`config.mk`:
```
export PLATFORM = sky130hd
export DESIGN_NAME = scl_phase_timer
export DESIGN_NICKNAME = d
export VERILOG_FILES = /design/src/rtl/scl_gen_pkg.sv /design/src/rtl/scl_count_latch.sv /design/src/rtl/scl_tick_counter.sv /design/src/rtl/scl_phase_fsm.sv /design/src/rtl/scl_phase_timer.sv
export SDC_FILE = /design/constraint.sdc
export NUM_CORES = 1
export LEC_CHECK = 0
export BUFFER_PORTS_ARGS = -buffer_cell sky130_fd_sc_hd__buf_2
export CORE_MARGIN = 1
export CORE_UTILIZATION = 45
export DETAILED_ROUTE_END_ITERATION = 6
export GPL_TIMING_DRIVEN = 0
export PLACE_DENSITY = 0.65
export SLEW_MARGIN = 20
export SYNTH_ARGS = -nofsm -noshare
export SYNTH_HDL_FRONTEND = slang
export SYNTH_HIERARCHICAL = 1
export SYNTH_SLANG_ARGS = --single-unit
```
`constraint.sdc`:
```
create_clock -name clk -period 7.1 [get_ports clk]
set_input_delay 0.71 -clock clk [delete_from_list [all_inputs] [get_ports clk]]
set_output_delay 0.71 -clock clk [all_outputs]
set_load 0.005 [all_outputs]
```
`src/rtl/scl_gen_pkg.sv`:
```
// Package: shared types and constants for the SCL phase timer.
// Assumes: included first in compile order.
package scl_gen_pkg;

    // Phase of the generated serial clock.
    typedef enum logic [1:0] {
        PH_IDLE = 2'd0,
        PH_LOW  = 2'd1,
        PH_HIGH = 2'd2
    } scl_phase_e;

    // Shortest phase the timer will produce, in system cycles.
    localparam int unsigned MIN_PHASE = 2;

endpackage

```
`src/rtl/scl_count_latch.sv`:
```
// Module: captures one phase count at transfer start and clamps it to the
// minimum phase width.
// Assumes: load is a single-cycle pulse from the phase FSM.
module scl_count_latch
    import scl_gen_pkg::*;
#(
    parameter int unsigned CNT_W = 9
) (
    input  logic             clk,
    input  logic             rst_n,
    input  logic             load,
    input  logic [CNT_W-1:0] raw,
    output logic [CNT_W-1:0] eff
);

    localparam logic [CNT_W-1:0] FLOOR = CNT_W'(MIN_PHASE);

    logic [CNT_W-1:0] eff_q;

    // Purpose: hold the clamped count between transfer starts.
    always_ff @(posedge clk) begin
        if (!rst_n) begin
            eff_q <= FLOOR;
        end else if (load) begin
            eff_q <= (raw < FLOOR) ? FLOOR : raw;
        end
    end

    assign eff = eff_q;

    assert_min_count_R3: assert property (@(posedge clk) disable iff (!rst_n)
        eff_q >= FLOOR);

    assert_cfg_held_R8: assert property (@(posedge clk) disable iff (!rst_n)
        !load |=> $stable(eff_q));

endmodule

```
`src/rtl/scl_tick_counter.sv`:
```
// Module: cycle counter for the current phase. It clears or increments on
// command from the phase FSM.
// Assumes: clr has priority over inc.
module scl_tick_counter #(
    parameter int unsigned CNT_W = 9
) (
    input  logic             clk,
    input  logic             rst_n,
    input  logic             clr,
    input  logic             inc,
    output logic [CNT_W-1:0] cnt
);

    localparam logic [CNT_W-1:0] ONE = CNT_W'(1);

    logic [CNT_W-1:0] cnt_q;

    // Purpose: count cycles spent in the present phase.
    always_ff @(posedge clk) begin
        if (!rst_n) begin
            cnt_q <= '0;
        end else if (clr) begin
            cnt_q <= '0;
        end else if (inc) begin
            cnt_q <= cnt_q + ONE;
        end
    end

    assign cnt = cnt_q;

    assert_cnt_cleared_R1: assert property (@(posedge clk) disable iff (!rst_n)
        clr |=> (cnt_q == '0));

endmodule

```
`src/rtl/scl_phase_fsm.sv`:
```
// Module: sequences idle, low and high phases. It drives the counter and
// the count capture, and decodes the two mid-phase strobes.
// Assumes: scl_in is already synchronised to clk; lo_eff and hi_eff are >= 2.
module scl_phase_fsm
    import scl_gen_pkg::*;
#(
    parameter int unsigned CNT_W = 9
) (
    input  logic             clk,
    input  logic             rst_n,
    input  logic             chan_en,
    input  logic             xfer_req,
    input  logic             hold_low,
    input  logic             scl_in,
    input  logic [CNT_W-1:0] lo_eff,
    input  logic [CNT_W-1:0] hi_eff,
    input  logic [CNT_W-1:0] cnt,
    output logic             cnt_clr,
    output logic             cnt_inc,
    output logic             cfg_load,
    output logic             scl_drive_low,
    output logic             drive_stb,
    output logic             sample_stb
);

    localparam logic [CNT_W-1:0] ONE = CNT_W'(1);

    scl_phase_e state_q, state_d;
    logic       held_q, held_d;
    logic [CNT_W-1:0] lo_last, hi_last, lo_mid, hi_mid;

    // Purpose: terminal and mid-point values of each phase.
    always_comb begin
        lo_last = lo_eff - ONE;
        hi_last = hi_eff - ONE;
        lo_mid  = lo_eff >> 1;
        hi_mid  = hi_eff >> 1;
    end

    // Purpose: next-phase decision and counter control.
    always_comb begin
        state_d  = state_q;
        held_d   = held_q;
        cnt_clr  = 1'b0;
        cnt_inc  = 1'b0;
        cfg_load = 1'b0;
        if (!chan_en) begin
            state_d = PH_IDLE;
            held_d  = 1'b0;
            cnt_clr = 1'b1;
        end else begin
            unique case (state_q)
                PH_IDLE: begin
                    cnt_clr = 1'b1;
                    held_d  = 1'b0;
                    if (xfer_req) begin
                        state_d  = PH_LOW;
                        cfg_load = 1'b1;
                    end
                end
                PH_LOW: begin
                    if (cnt == lo_last) begin
                        if (hold_low) begin
                            held_d = 1'b1;
                        end else begin
                            state_d = PH_HIGH;
                            held_d  = 1'b0;
                            cnt_clr = 1'b1;
                        end
                    end else begin
                        cnt_inc = 1'b1;
                    end
                end
                PH_HIGH: begin
                    if (scl_in) begin
                        if (cnt == hi_last) begin
                            cnt_clr = 1'b1;
                            state_d = xfer_req ? PH_LOW : PH_IDLE;
                        end else begin
                            cnt_inc = 1'b1;
                        end
                    end
                end
                default: begin
                    state_d = PH_IDLE;
                    cnt_clr = 1'b1;
                end
            endcase
        end
    end

    // Purpose: phase and hold-seen registers.
    always_ff @(posedge clk) begin
        if (!rst_n) begin
            state_q <= PH_IDLE;
            held_q  <= 1'b0;
        end else begin
            state_q <= state_d;
            held_q  <= held_d;
        end
    end

    // Purpose: line drive and mid-phase strobes.
    always_comb begin
        scl_drive_low = (state_q == PH_LOW);
        drive_stb     = (state_q == PH_LOW) && (cnt == lo_mid) && !held_q;
        sample_stb    = (state_q == PH_HIGH) && scl_in && (cnt == hi_mid);
    end

    assert_disable_idle_R7: assert property (@(posedge clk) disable iff (!rst_n)
        !chan_en |=> (state_q == PH_IDLE));

    assert_low_in_range_R1: assert property (@(posedge clk) disable iff (!rst_n)
        (state_q == PH_LOW) |-> (cnt <= lo_last));

    assert_hold_keeps_low_R6: assert property (@(posedge clk) disable iff (!rst_n)
        (chan_en && state_q == PH_LOW && cnt == lo_last && hold_low)
            |=> (state_q == PH_LOW));

    assert_stretch_freezes_R5: assert property (@(posedge clk) disable iff (!rst_n)
        (chan_en && state_q == PH_HIGH && !scl_in) |=> $stable(cnt));

    assert_strobe_excl_R4: assert property (@(posedge clk) disable iff (!rst_n)
        !(drive_stb && sample_stb));

    assert_start_low_R9: assert property (@(posedge clk) disable iff (!rst_n)
        (chan_en && state_q == PH_IDLE && xfer_req) |=> (state_q == PH_LOW));

endmodule

```
`src/rtl/scl_phase_timer.sv`:
```
// Module: top of the SCL phase timer. It builds the two 9-bit counts from
// their period bytes and control extension bits, captures them, and runs
// the phase FSM.
// Assumes: the extension bit positions lie inside the control byte.
module scl_phase_timer
    import scl_gen_pkg::*;
#(
    parameter int unsigned LSB_W      = 8,
    parameter int unsigned CTL_W      = 8,
    parameter int unsigned LO_EXT_BIT = 7,
    parameter int unsigned HI_EXT_BIT = 6
) (
    input  logic             clk,
    input  logic             rst_n,
    input  logic             chan_en,
    input  logic             xfer_req,
    input  logic             hold_low,
    input  logic [LSB_W-1:0] lo_cnt_lsb,
    input  logic [LSB_W-1:0] hi_cnt_lsb,
    input  logic [CTL_W-1:0] ictl,
    input  logic             scl_in,
    output logic             scl_drive_low,
    output logic             drive_stb,
    output logic             sample_stb
);

    localparam int unsigned CNT_W  = LSB_W + 1;
    localparam int unsigned N_PHASE = 2;

    logic [N_PHASE-1:0][CNT_W-1:0] raw_cnt, eff_cnt;
    logic [CNT_W-1:0] cnt;
    logic cnt_clr, cnt_inc, cfg_load;

    // Purpose: join each period byte with its extension bit.
    always_comb begin
        raw_cnt[0] = {ictl[LO_EXT_BIT], lo_cnt_lsb};
        raw_cnt[1] = {ictl[HI_EXT_BIT], hi_cnt_lsb};
    end

    for (genvar g = 0; g < N_PHASE; g++) begin : g_cfg
        scl_count_latch #(.CNT_W(CNT_W)) u_lat (
            .clk   (clk),
            .rst_n (rst_n),
            .load  (cfg_load),
            .raw   (raw_cnt[g]),
            .eff   (eff_cnt[g])
        );
    end

    scl_tick_counter #(.CNT_W(CNT_W)) u_cnt (
        .clk   (clk),
        .rst_n (rst_n),
        .clr   (cnt_clr),
        .inc   (cnt_inc),
        .cnt   (cnt)
    );

    scl_phase_fsm #(.CNT_W(CNT_W)) u_fsm (
        .clk           (clk),
        .rst_n         (rst_n),
        .chan_en       (chan_en),
        .xfer_req      (xfer_req),
        .hold_low      (hold_low),
        .scl_in        (scl_in),
        .lo_eff        (eff_cnt[0]),
        .hi_eff        (eff_cnt[1]),
        .cnt           (cnt),
        .cnt_clr       (cnt_clr),
        .cnt_inc       (cnt_inc),
        .cfg_load      (cfg_load),
        .scl_drive_low (scl_drive_low),
        .drive_stb     (drive_stb),
        .sample_stb    (sample_stb)
    );

    initial begin
        assert_ext_bits_R2: assert (LO_EXT_BIT < CTL_W && HI_EXT_BIT < CTL_W
                                    && LO_EXT_BIT != HI_EXT_BIT);
    end

endmodule

```
Word-level counts from Yosys, hierarchy flattened
Index checks and enable logic that the tools add are counted.
{ "classes": {"add_sub_neg": 3, "n_lt_le_gt_ge": 2, "eq_ne": 11, "muxes": 26, "n_bitwise": 1, "reduce_logical": 11} }
{ "ops": {"columns": ["op", "count"], "rows": [
  ["$eq A9 B8 Y1", 2],
  ["$eq A9 B9 Y1", 2],
  ["$lt A9 B2 Y1 const B", 2],
  ["$mux W9", 2],
  ["$sub A9 B1 Y9 const B", 2],
  ["$mux W1", 15],
  ["$mux W2", 5],
  ["$add A9 B1 Y9 const B", 1],
  ["$ne A2 B2 Y1 const B", 3],
  ["$pmux W1 S2", 3],
  ["$pmux W2 S3", 1],
  ["$reduce_and A5 Y1", 1],
  ["$logic_and A1 B1 Y1", 4],
  ["$ne A2 B1 Y1 const B", 2],
  ["$reduce_and A2 Y1", 2],
  ["$eq A2 B1 Y1 const B", 1],
  ["$eq A2 B2 Y1 const B", 1],
  ["$logic_not A2 Y1", 1],
  ["$reduce_bool A2 Y1", 1],
  ["$reduce_or A2 Y1", 1],
  ["$logic_not A1 Y1", 1],
  ["$not A1 Y1", 1]
]} }
{ "totals": {"ff_bits": 30, "in_bits": 30, "out_inout_bits": 3} }

Longest topological paths before layout
Gate-level depths: netlist of run 1.
{ "depth": {"depth_word": 7, "depth_mapped": 13, "ltp_nobuf": 12} }

Modules after synthesis
Netlist of run 1, hierarchy kept.
{ "modules_own_cells": {"columns": ["module", "n_inst", "cells_per_inst", "area_each_um2"], "rows": [
  ["scl_phase_fsm", 1, 144, 1084.8],
  ["scl_count_latch", 2, 33, 377.9],
  ["scl_tick_counter", 1, 44, 411.6]
]} }

Least setup slack after synthesis of run 1
Ideal clock, no wire load.
{ "synth_timing": {"path_type": "flip-flop to flip-flop", "startpoint": "reg g_cfg[1].u_lat.eff_q[2]", "endpoint": "reg u_cnt.cnt_q[7] (netlist: u_cnt/cnt[7])", "arrival_ps": 2918, "path_slack_ps": 4122, "path_stages_with_launch": 12, "path_buffers": 2, "period_less_slack_ps": 2978, "cell_sequence": "dfxtp_1 -> buf_6 -> or4_2 -> o221a_2 -> a211o_1 -> o211a_1 -> a31oi_1 -> o31ai_1 -> nand2b_1 -> buf_6 -> or4_1 -> nand2_1"} }
{ "synth_between": {"elab_chain_len": 7, "word_cells_on_any_way": 11, "classes_between": "add/sub: 1; eq/ne: 1; mux: 8; reduce/logical: 1"} }
{ "synth_rtl": {"columns": ["element", "line", "text"], "rows": [
  ["start: declaration", "scl_count_latch.sv:18", "logic [CNT_W-1:0] eff_q;"],
  ["start signal: assignment", "scl_count_latch.sv:25", "eff_q <= (raw < FLOOR) ? FLOOR : raw;"],
  ["$sub A9 B1 Y9", "scl_phase_fsm.sv:35", "hi_last = hi_eff - ONE;"],
  ["$eq A9 B9 Y1", "scl_phase_fsm.sv:76", "if (cnt == hi_last) begin"],
  ["$mux W1", "scl_phase_fsm.sv:76", null],
  ["$mux W1", "scl_phase_fsm.sv:75", "if (scl_in) begin"],
  ["$pmux W1 S2", "scl_phase_fsm.sv:52", "unique case (state_q)"],
  ["$mux W1", "scl_phase_fsm.sv:47", "if (!chan_en) begin"],
  ["net cnt_clr", "scl_phase_timer.sv:32", "logic cnt_clr, cnt_inc, cfg_load;"],
  ["$reduce_or A2 Y1 (no source line)", null, null],
  ["end signal: assignment", "scl_tick_counter.sv:25", "cnt_q <= cnt_q + ONE;"],
  ["end: declaration", "scl_tick_counter.sv:16", "logic [CNT_W-1:0] cnt_q;"]
]} }
The timed path passes the listed nets, and every way through them passes these cells.
A chain may end at the register's enable or synchronous reset.

Final worst setup path of run 1
{ "layout_timing": {"startpoint": "reg g_cfg[0].u_lat.eff_q[0]", "endpoint": "reg u_cnt.cnt_q[7] (netlist: u_cnt/cnt[7])"} }
{ "layout_between": {"word_cells_on_any_way": 9, "classes_between": "add/sub: 1; eq/ne: 1; mux: 6; reduce/logical: 1"} }
{ "layout_lines": {"columns": ["element", "line", "text"], "rows": [
  ["start: declaration", "scl_count_latch.sv:18", null],
  ["start signal: assignment", "scl_count_latch.sv:25", null],
  ["$sub A9 B1 Y9", "scl_phase_fsm.sv:34", "lo_last = lo_eff - ONE;"],
  ["$eq A9 B9 Y1", "scl_phase_fsm.sv:62", "if (cnt == lo_last) begin"],
  ["$mux W1", "scl_phase_fsm.sv:62", null],
  ["$pmux W1 S2", "scl_phase_fsm.sv:52", null],
  ["$mux W1", "scl_phase_fsm.sv:47", null],
  ["net cnt_inc", "scl_phase_timer.sv:32", null]
]} }
The timed path passes the listed nets, and every way through them passes these cells.

==> flow_summary.json, run 1 <==
{
  "status": "finished clean",
  "synth_area_leaders": "dfxtp_1, xor2_1, mux2i_1, xnor2_1, nor2b_1",
  "setup_tns_ns": 0,
  "core.rowCount": 25,
  "seq_power_share_pct": 38.9,
  "hold_violations": 0,
  "syn2layout_area_growth_pct": 15.8,
  "slew_headroom_pct": 49.4,
  "path_buf_inv": 2,
  "place_area_mm2": 0.00247,
  "drive_gt1_share_pct": 19.8,
  "grt_max_degree": 25,
  "p_int_mw": 0.359,
  "async_flop_share_pct": 0,
  "final_cell_area_mm2": 0.00261,
  "cts_setup_buffers": 0,
  "diodes": 0,
  "htreeDepth": 2,
  "gp_congestion": 0.845,
  "avgSynthCellArea_um2": 8.87,
  "worstSetupPathType": "flop to flop",
  "drt_iter0_markers": 127,
  "initial_utilization_pct": 47.4,
  "vdd_drop_max_mv": 0.105,
  "synth-edff-count": 0,
  "num_vias": 1917,
  "rsz0062_at_grt": "false",
  "setup_viol": 0,
  "worst_skew_pair.late_latency_ns": 0.28,
  "hold_buffers": 0,
  "critPathCaptureType": "flop",
  "first_global_vias": 1712,
  "pwr-share-clk_pct": 45.7,
  "min_path_type": "flop to flop",
  "fin_nets": 324,
  "synthFlopType": "dfxtp_1",
  "wirelength_mm": 4.88,
  "swShare_pct": 23.6,
  "core_area_mm2": 0.00475,
  "syn_inst": 254,
  "cts_tree": "done",
  "yosysTopAreaCellShare_pct": 26.7,
  "antenna_found_initial": 0,
  "synth_area_mm2": 0.00225,
  "fin_util_pct": 54.9,
  "start_kind": "flop",
  "syn-num-nets": 291,
  "grt_pass1_wl_mm": 8.09,
  "dr.pass1.iters": 4,
  "clock_skew_ns": 0.00920,
  "slew_violations": 0,
  "drcViolationCount": 0,
  "crit_path_max_fanout": 8,
  "yosysTopAreaCell": "dfxtp_1",
  "synth_seq_area_share_pct": 26.7,
  "clock_sinks": 30,
  "min_period_over_period_pct": 48.3,
  "finalWorstPathRequiredPeriod_ns": 3.43,
  "whs_ns": 0.522,
  "ys_types": 54,
  "ys_ff_latch": 30,
  "track_usage_pct": 20.1,
  "routed_via_density": 5.40,
  "arrival_ns": 3.65,
  "combPwrFrac_pct": 15.4,
  "fmax_mhz": 292,
  "required_ns": 7.33,
  "powerDensity_mw_per_mm2": 180,
  "clkSlewWorstSetupHoldPaths_ns": 0.07,
  "path_common_cell": "nand2_1",
  "tightest_slew_ns": 0.757,
  "cts_max_path_buffers": 2,
  "yosys-top-cells-count": "dfxtp_1, xor2_1, mux2i_1, xnor2_1, nor2b_1",
  "antenna_left": 0,
  "yosysMostFrequentCell": "dfxtp_1",
  "drv_cap": 0,
  "dp_hpwl_mm": 3.64,
  "power_switching_mw": 0.111,
  "post_cts_resized": 0,
  "max_stage_delay_ns": 0.64,
  "critPathTopFamily": "simple AND/OR/NAND/NOR gates",
  "die-area_mm2": 0.00529,
  "ios": 33,
  "die_h_um": 72.7,
  "yosysWarnings": 6,
  "cts_made_buffers": 5,
  "grt_overflow_total": 0,
  "portBuffers": 26,
  "fp.dieW_um": 72.7,
  "p_leak_nw": 1.09,
  "crit_chain": "inv_1 > ha_1 > nor3b_1 > nand2_1 > xnor2_1 > a31o_2 > o21ai_1 > a21oi_1 > nor2_1 > buf_2 > nand4_4 > or4_1 > nand2_1",
  "wl_per_cell_um": 13.7,
  "crit_path_top_delay_cell": "nor3b_1",
  "cts_root_buffer": "clkbuf_8"
}
[through the flow]
stage	std cells	total power, mW	setup WS (ns)
2_1_floorplan	254	0.236	4.12
3_3_place_gp	347	0.257	3.75
3_5_place_dp	347	0.259	3.74
4_1_cts	355	0.475	3.71
5_1_grt	355	0.494	3.47
6_report	355	0.471	3.67
[kinds of logic after synthesis]
family	synth area share (%)
adder cells (fa/ha/maj)	3.89
AND/OR/NAND/NOR	29.1
buffers and inverters	4.28
multiplexers	7.56
flip-flops	26.7
AO/OA/AOI/OAI	13.0
XOR/XNOR	15.6
[layout by cell type (no fill, tap or decap), types with 7 or more instances in the layout]
| cell | instances |
|---|---|
| nor2b_1 | 16 |
| inv_1 | 9 |
| mux2i_1 | 17 |
| ha_1 | 7 |
| nand2_1 | 13 |
| a21oi_1 | 10 |
| o21ai_0 | 9 |
| nor4_1 | 10 |
| xnor2_1 | 17 |
| buf_2 | 28 |
| dfxtp_1 | 30 |
| xor2_1 | 23 |
| nor2_1 | 15 |
[worst register-to-register path, delay by kind of cell, from the launching register on]
kind,cells,cell delay (ns)
AOI/OAI and AO/OA,3,0.79
xor gates and xnor gates,1,0.15
adders and majority gates,1,0.16
buffers and inverters,2,0.28
DFF,1,0.37
and+or+nand+nor,6,1.62
[state kept, by name (all words and copies together), names as in the netlist]
signal,flops
u_cnt/cnt,9
u_fsm/state_q,2
u_fsm/held_q,1
g_cfg.u_lat/eff,18
[final cells by class]
| type | instances | area [um2] |
|---|---|---|
| Buffer | 10 | 62.6 |
| Clock inverter | 2 | 60.1 |
| Timing Repair Buffer | 26 | 130 |
| Sequential cell | 30 | 601 |
| Inverter | 9 | 33.8 |
| Fill cell | 445 | 2150 |
| Multi-Input combinational cell | 205 | 1560 |
| Clock buffer | 6 | 82.6 |
| Tap cell | 67 | 83.8 |
[final timing paths]
kind	slack [ns]	depth (start not counted)	start	end
max	3.67	13	g_cfg[0].u_lat/eff[0]$_SDFFE_PN0P_	u_cnt/cnt[7]$_SDFFE_PP0P_
min	0.52	2	u_fsm/state_q[0]$_SDFFE_PN0P_	u_fsm/state_q[0]$_SDFFE_PN0P_
max reg2reg	3.67	13	g_cfg[0].u_lat/eff[0]$_SDFFE_PN0P_	u_cnt/cnt[7]$_SDFFE_PP0P_
min reg2reg	0.52	2	u_fsm/state_q[0]$_SDFFE_PN0P_	u_fsm/state_q[0]$_SDFFE_PN0P_
[power by group through the flow]
| stage | Sequential (mW) | Clock, mW | Combinational, mW |
|---|---|---|---|
| floorplan | 0.184 | 0 | 0.0514 |
| global placement | 0.187 | 0 | 0.0707 |
| detailed placement | 0.187 | 0 | 0.0718 |
| CTS | 0.183 | 0.220 | 0.0723 |
| global route | 0.184 | 0.231 | 0.0794 |
| finish | 0.183 | 0.215 | 0.0724 |
[per-layer routing]
metal  wire length [um]  vias to the layer above  track usage, %
met3                183                        6            4.14
met1               2420                      889            27.5
met5                  0                        -               0
li1                   -                      985               -
met4                 51                        0            5.88
met2               2220                       37            32.0
Note: power is estimated with default switching activity, not from simulation.
==> inputs of run 2 (changes only) <==
==> constraint.sdc (replaced) <==
create_clock -name clk -period 3.3 [get_ports clk]
set_input_delay 0.33 -clock clk [delete_from_list [all_inputs] [get_ports clk]]
set_output_delay 0.33 -clock clk [all_outputs]
set_load 0.005 [all_outputs]
==> flow_summary.json, run 2 (same netlist as run 1, synthesis figures left out) <==
{
  "r2r-end": "u_cnt/cnt[7]$_SDFFE_PP0P_",
  "worst_skew_pair.late_latency_ns": 0.28,
  "dr.pass1.iters": 4,
  "largest_reg_flops": 18,
  "arrival_ns": 3.37,
  "drive_gt1_share_pct": 20.5,
  "required_ns": 3.53,
  "combPwrFrac_pct": 15.4,
  "clock_sinks": 30,
  "vdd_drop_max_mv": 0.227,
  "antenna_found_initial": 0,
  "hold_path_depth": 2,
  "reg2reg_slack_ns": 0.15,
  "r2r_cells": 11,
  "min_period_over_period_pct": 95.3,
  "wl_per_cell_um": 13.7,
  "pwr-share-clk_pct": 45.8,
  "total_power_mw": 1.01,
  "drv_cap": 0,
  "finalWorstPathRequiredPeriod_ns": 3.15,
  "swShare_pct": 23.7,
  "whs_ns": 0.292,
  "final_common_cell": "dfxtp_1",
  "track_usage_pct": 20.1,
  "crit_chain": "buf_6 > or4_2 > o221a_2 > a211o_1 > o211a_1 > a31oi_1 > o31ai_1 > nand2b_1 > buf_6 > or4_1 > nand2_1",
  "setup_viol": 0,
  "hold_violations": 0,
  "hold_buffers": 0,
  "fmax_mhz": 318,
  "cts_root_buffer": "clkbuf_8",
  "fin_nets": 324,
  "clkSlewWorstSetupHoldPaths_ns": 0.07,
  "critPathCaptureType": "flop",
  "drcViolationCount": 0,
  "grt_pass1_wl_mm": 8.09,
  "hold_end": "g_cfg[0].u_lat/eff[0]$_SDFFE_PN0P_",
  "setup_tns_ns": 0,
  "wirelength_mm": 4.86,
  "portBuffers": 26,
  "path_buf_inv": 2,
  "cts_made_buffers": 5,
  "critPathTopFamily": "simple AND/OR/NAND/NOR gates",
  "drt_iter0_markers": 126,
  "initial_utilization_pct": 47.4,
  "first_global_vias": 1708,
  "core.rowCount": 25,
  "clock_skew_ns": 0.00961,
  "routed_via_density": 5.33,
  "worstHoldStart": "lo_cnt_lsb[0]",
  "die_h_um": 72.7,
  "die-area_mm2": 0.00529,
  "worstSetupPathType": "flop to flop",
  "path_common_cell": "buf_6",
  "gp_congestion": 0.845,
  "slew_violations": 0,
  "r2r-start": "g_cfg[1].u_lat/eff[2]$_SDFFE_PN0P_",
  "dp_hpwl_mm": 3.64,
  "fin_ws_ns": 0.155,
  "ios": 33,
  "place_inst": 347,
  "cts_max_path_buffers": 2,
  "seq_power_share_pct": 38.8,
  "cts_tree": "done",
  "slew_headroom_pct": 66.6,
  "crit_path_max_fanout": 9,
  "diodes": 0,
  "power_switching_mw": 0.240,
  "antenna_left": 0,
  "syn2layout_area_growth_pct": 16.3,
  "p_int_mw": 0.774,
  "htreeDepth": 2,
  "p_leak_nw": 1.09,
  "start_kind": "flop",
  "place_ws_ns": -0.0626,
  "instances_no_fill": 355,
  "status": "finished clean",
  "core_area_mm2": 0.00475,
  "tightest_slew_ns": 0.500,
  "rsz0062_at_grt": "false",
  "min_path_type": "input port to flop",
  "num_vias": 1893,
  "crit_path_top_delay_cell": "or4_2",
  "max_stage_delay_ns": 0.68,
  "layout_common_cells": "dfxtp_1, buf_2, xor2_1, mux2i_1, xnor2_1",
  "fp.dieW_um": 72.7,
  "grt_max_degree": 25,
  "powerDensity_mw_per_mm2": 387,
  "grt_overflow_total": 0,
  "fillers": 444
}
[run 2: cell types whose count changed in the layout (fill, tap and decap cells not counted), sizes merged]
cell,previous run,this run
clkbuf,10,11
buf,32,31
[run 2: worst max-delay path by stage]
stage                                                   from                   endpoint  cells after the start
after floorplan           g_cfg[1].u_lat/eff[2]$_SDFFE_PN0P_  u_cnt/cnt[7]$_SDFFE_PP0P_                     11
after global placement    g_cfg[0].u_lat/eff[0]$_SDFFE_PN0P_  u_cnt/cnt[7]$_SDFFE_PP0P_                     13
after detailed placement  g_cfg[0].u_lat/eff[0]$_SDFFE_PN0P_  u_cnt/cnt[7]$_SDFFE_PP0P_                     13
after CTS                 g_cfg[1].u_lat/eff[2]$_SDFFE_PN0P_  u_cnt/cnt[7]$_SDFFE_PP0P_                     12
after global routing      g_cfg[1].u_lat/eff[2]$_SDFFE_PN0P_  u_cnt/cnt[6]$_SDFFE_PP0P_                     12
final                     g_cfg[1].u_lat/eff[2]$_SDFFE_PN0P_  u_cnt/cnt[7]$_SDFFE_PP0P_                     11
[run 2: routing by layer]
layer	vias up	track usage [%]	part of all wire (%)
met5	-	0	0
met4	0	5.88	0.91
met3	4	4.14	3.5
met2	29	32.0	46
met1	878	27.5	50
li1	982	-	-
[run 2: timing repair]
| item | 4_1_cts | 5_1_grt |
|---|---|---|
| buffers inserted | 0 | 0 |
| hold endpoints to repair | 0 | 0 |
| pin swaps | 0 | 0 |
| setup endpoints to repair | 4 | 4 |
| resized for setup | 1 | 2 |
[run 2: worst reg2reg max path, stage by stage, from the launching register on]
cell      delay [ns]
dfxtp_1         0.32
buf_6           0.14
or4_2           0.68
o221a_2         0.30
a211o_1         0.28
o211a_1         0.23
a31oi_1         0.17
o31ai_1         0.10
nand2b_1        0.16
buf_6           0.15
or4_1           0.50
nand2_1         0.08
[run 2: metrics by stage]
stage	utilization (%)	area, um2
6_report	55.1	2620
5_1_grt	55.1	2620
4_1_cts	55.0	2610
3_5_place_dp	51.9	2470
3_3_place_gp	51.9	2470
2_1_floorplan	-	2250
[run 2: area by class of cell]
class	count	area, um2	area share [%]
plain buffers	10	65.1	2.48
clock buffers	6	82.6	3.15
clock inverters	2	60.1	2.29
inverters	9	33.8	1.29
multi-input cells	205	1560	59.7
flip-flops and latches	30	601	22.9
well taps	67	83.8	3.20
repair buffers	26	130	4.97
[run 2: power by group through the flow]
stage	Combinational [mW]	Clock (mW)	Sequential, mW
after floorplan	0.111	0	0.396
after global placement	0.152	0	0.402
after detailed placement	0.154	0	0.402
after CTS	0.156	0.472	0.394
after global routing	0.172	0.496	0.396
final	0.156	0.464	0.394
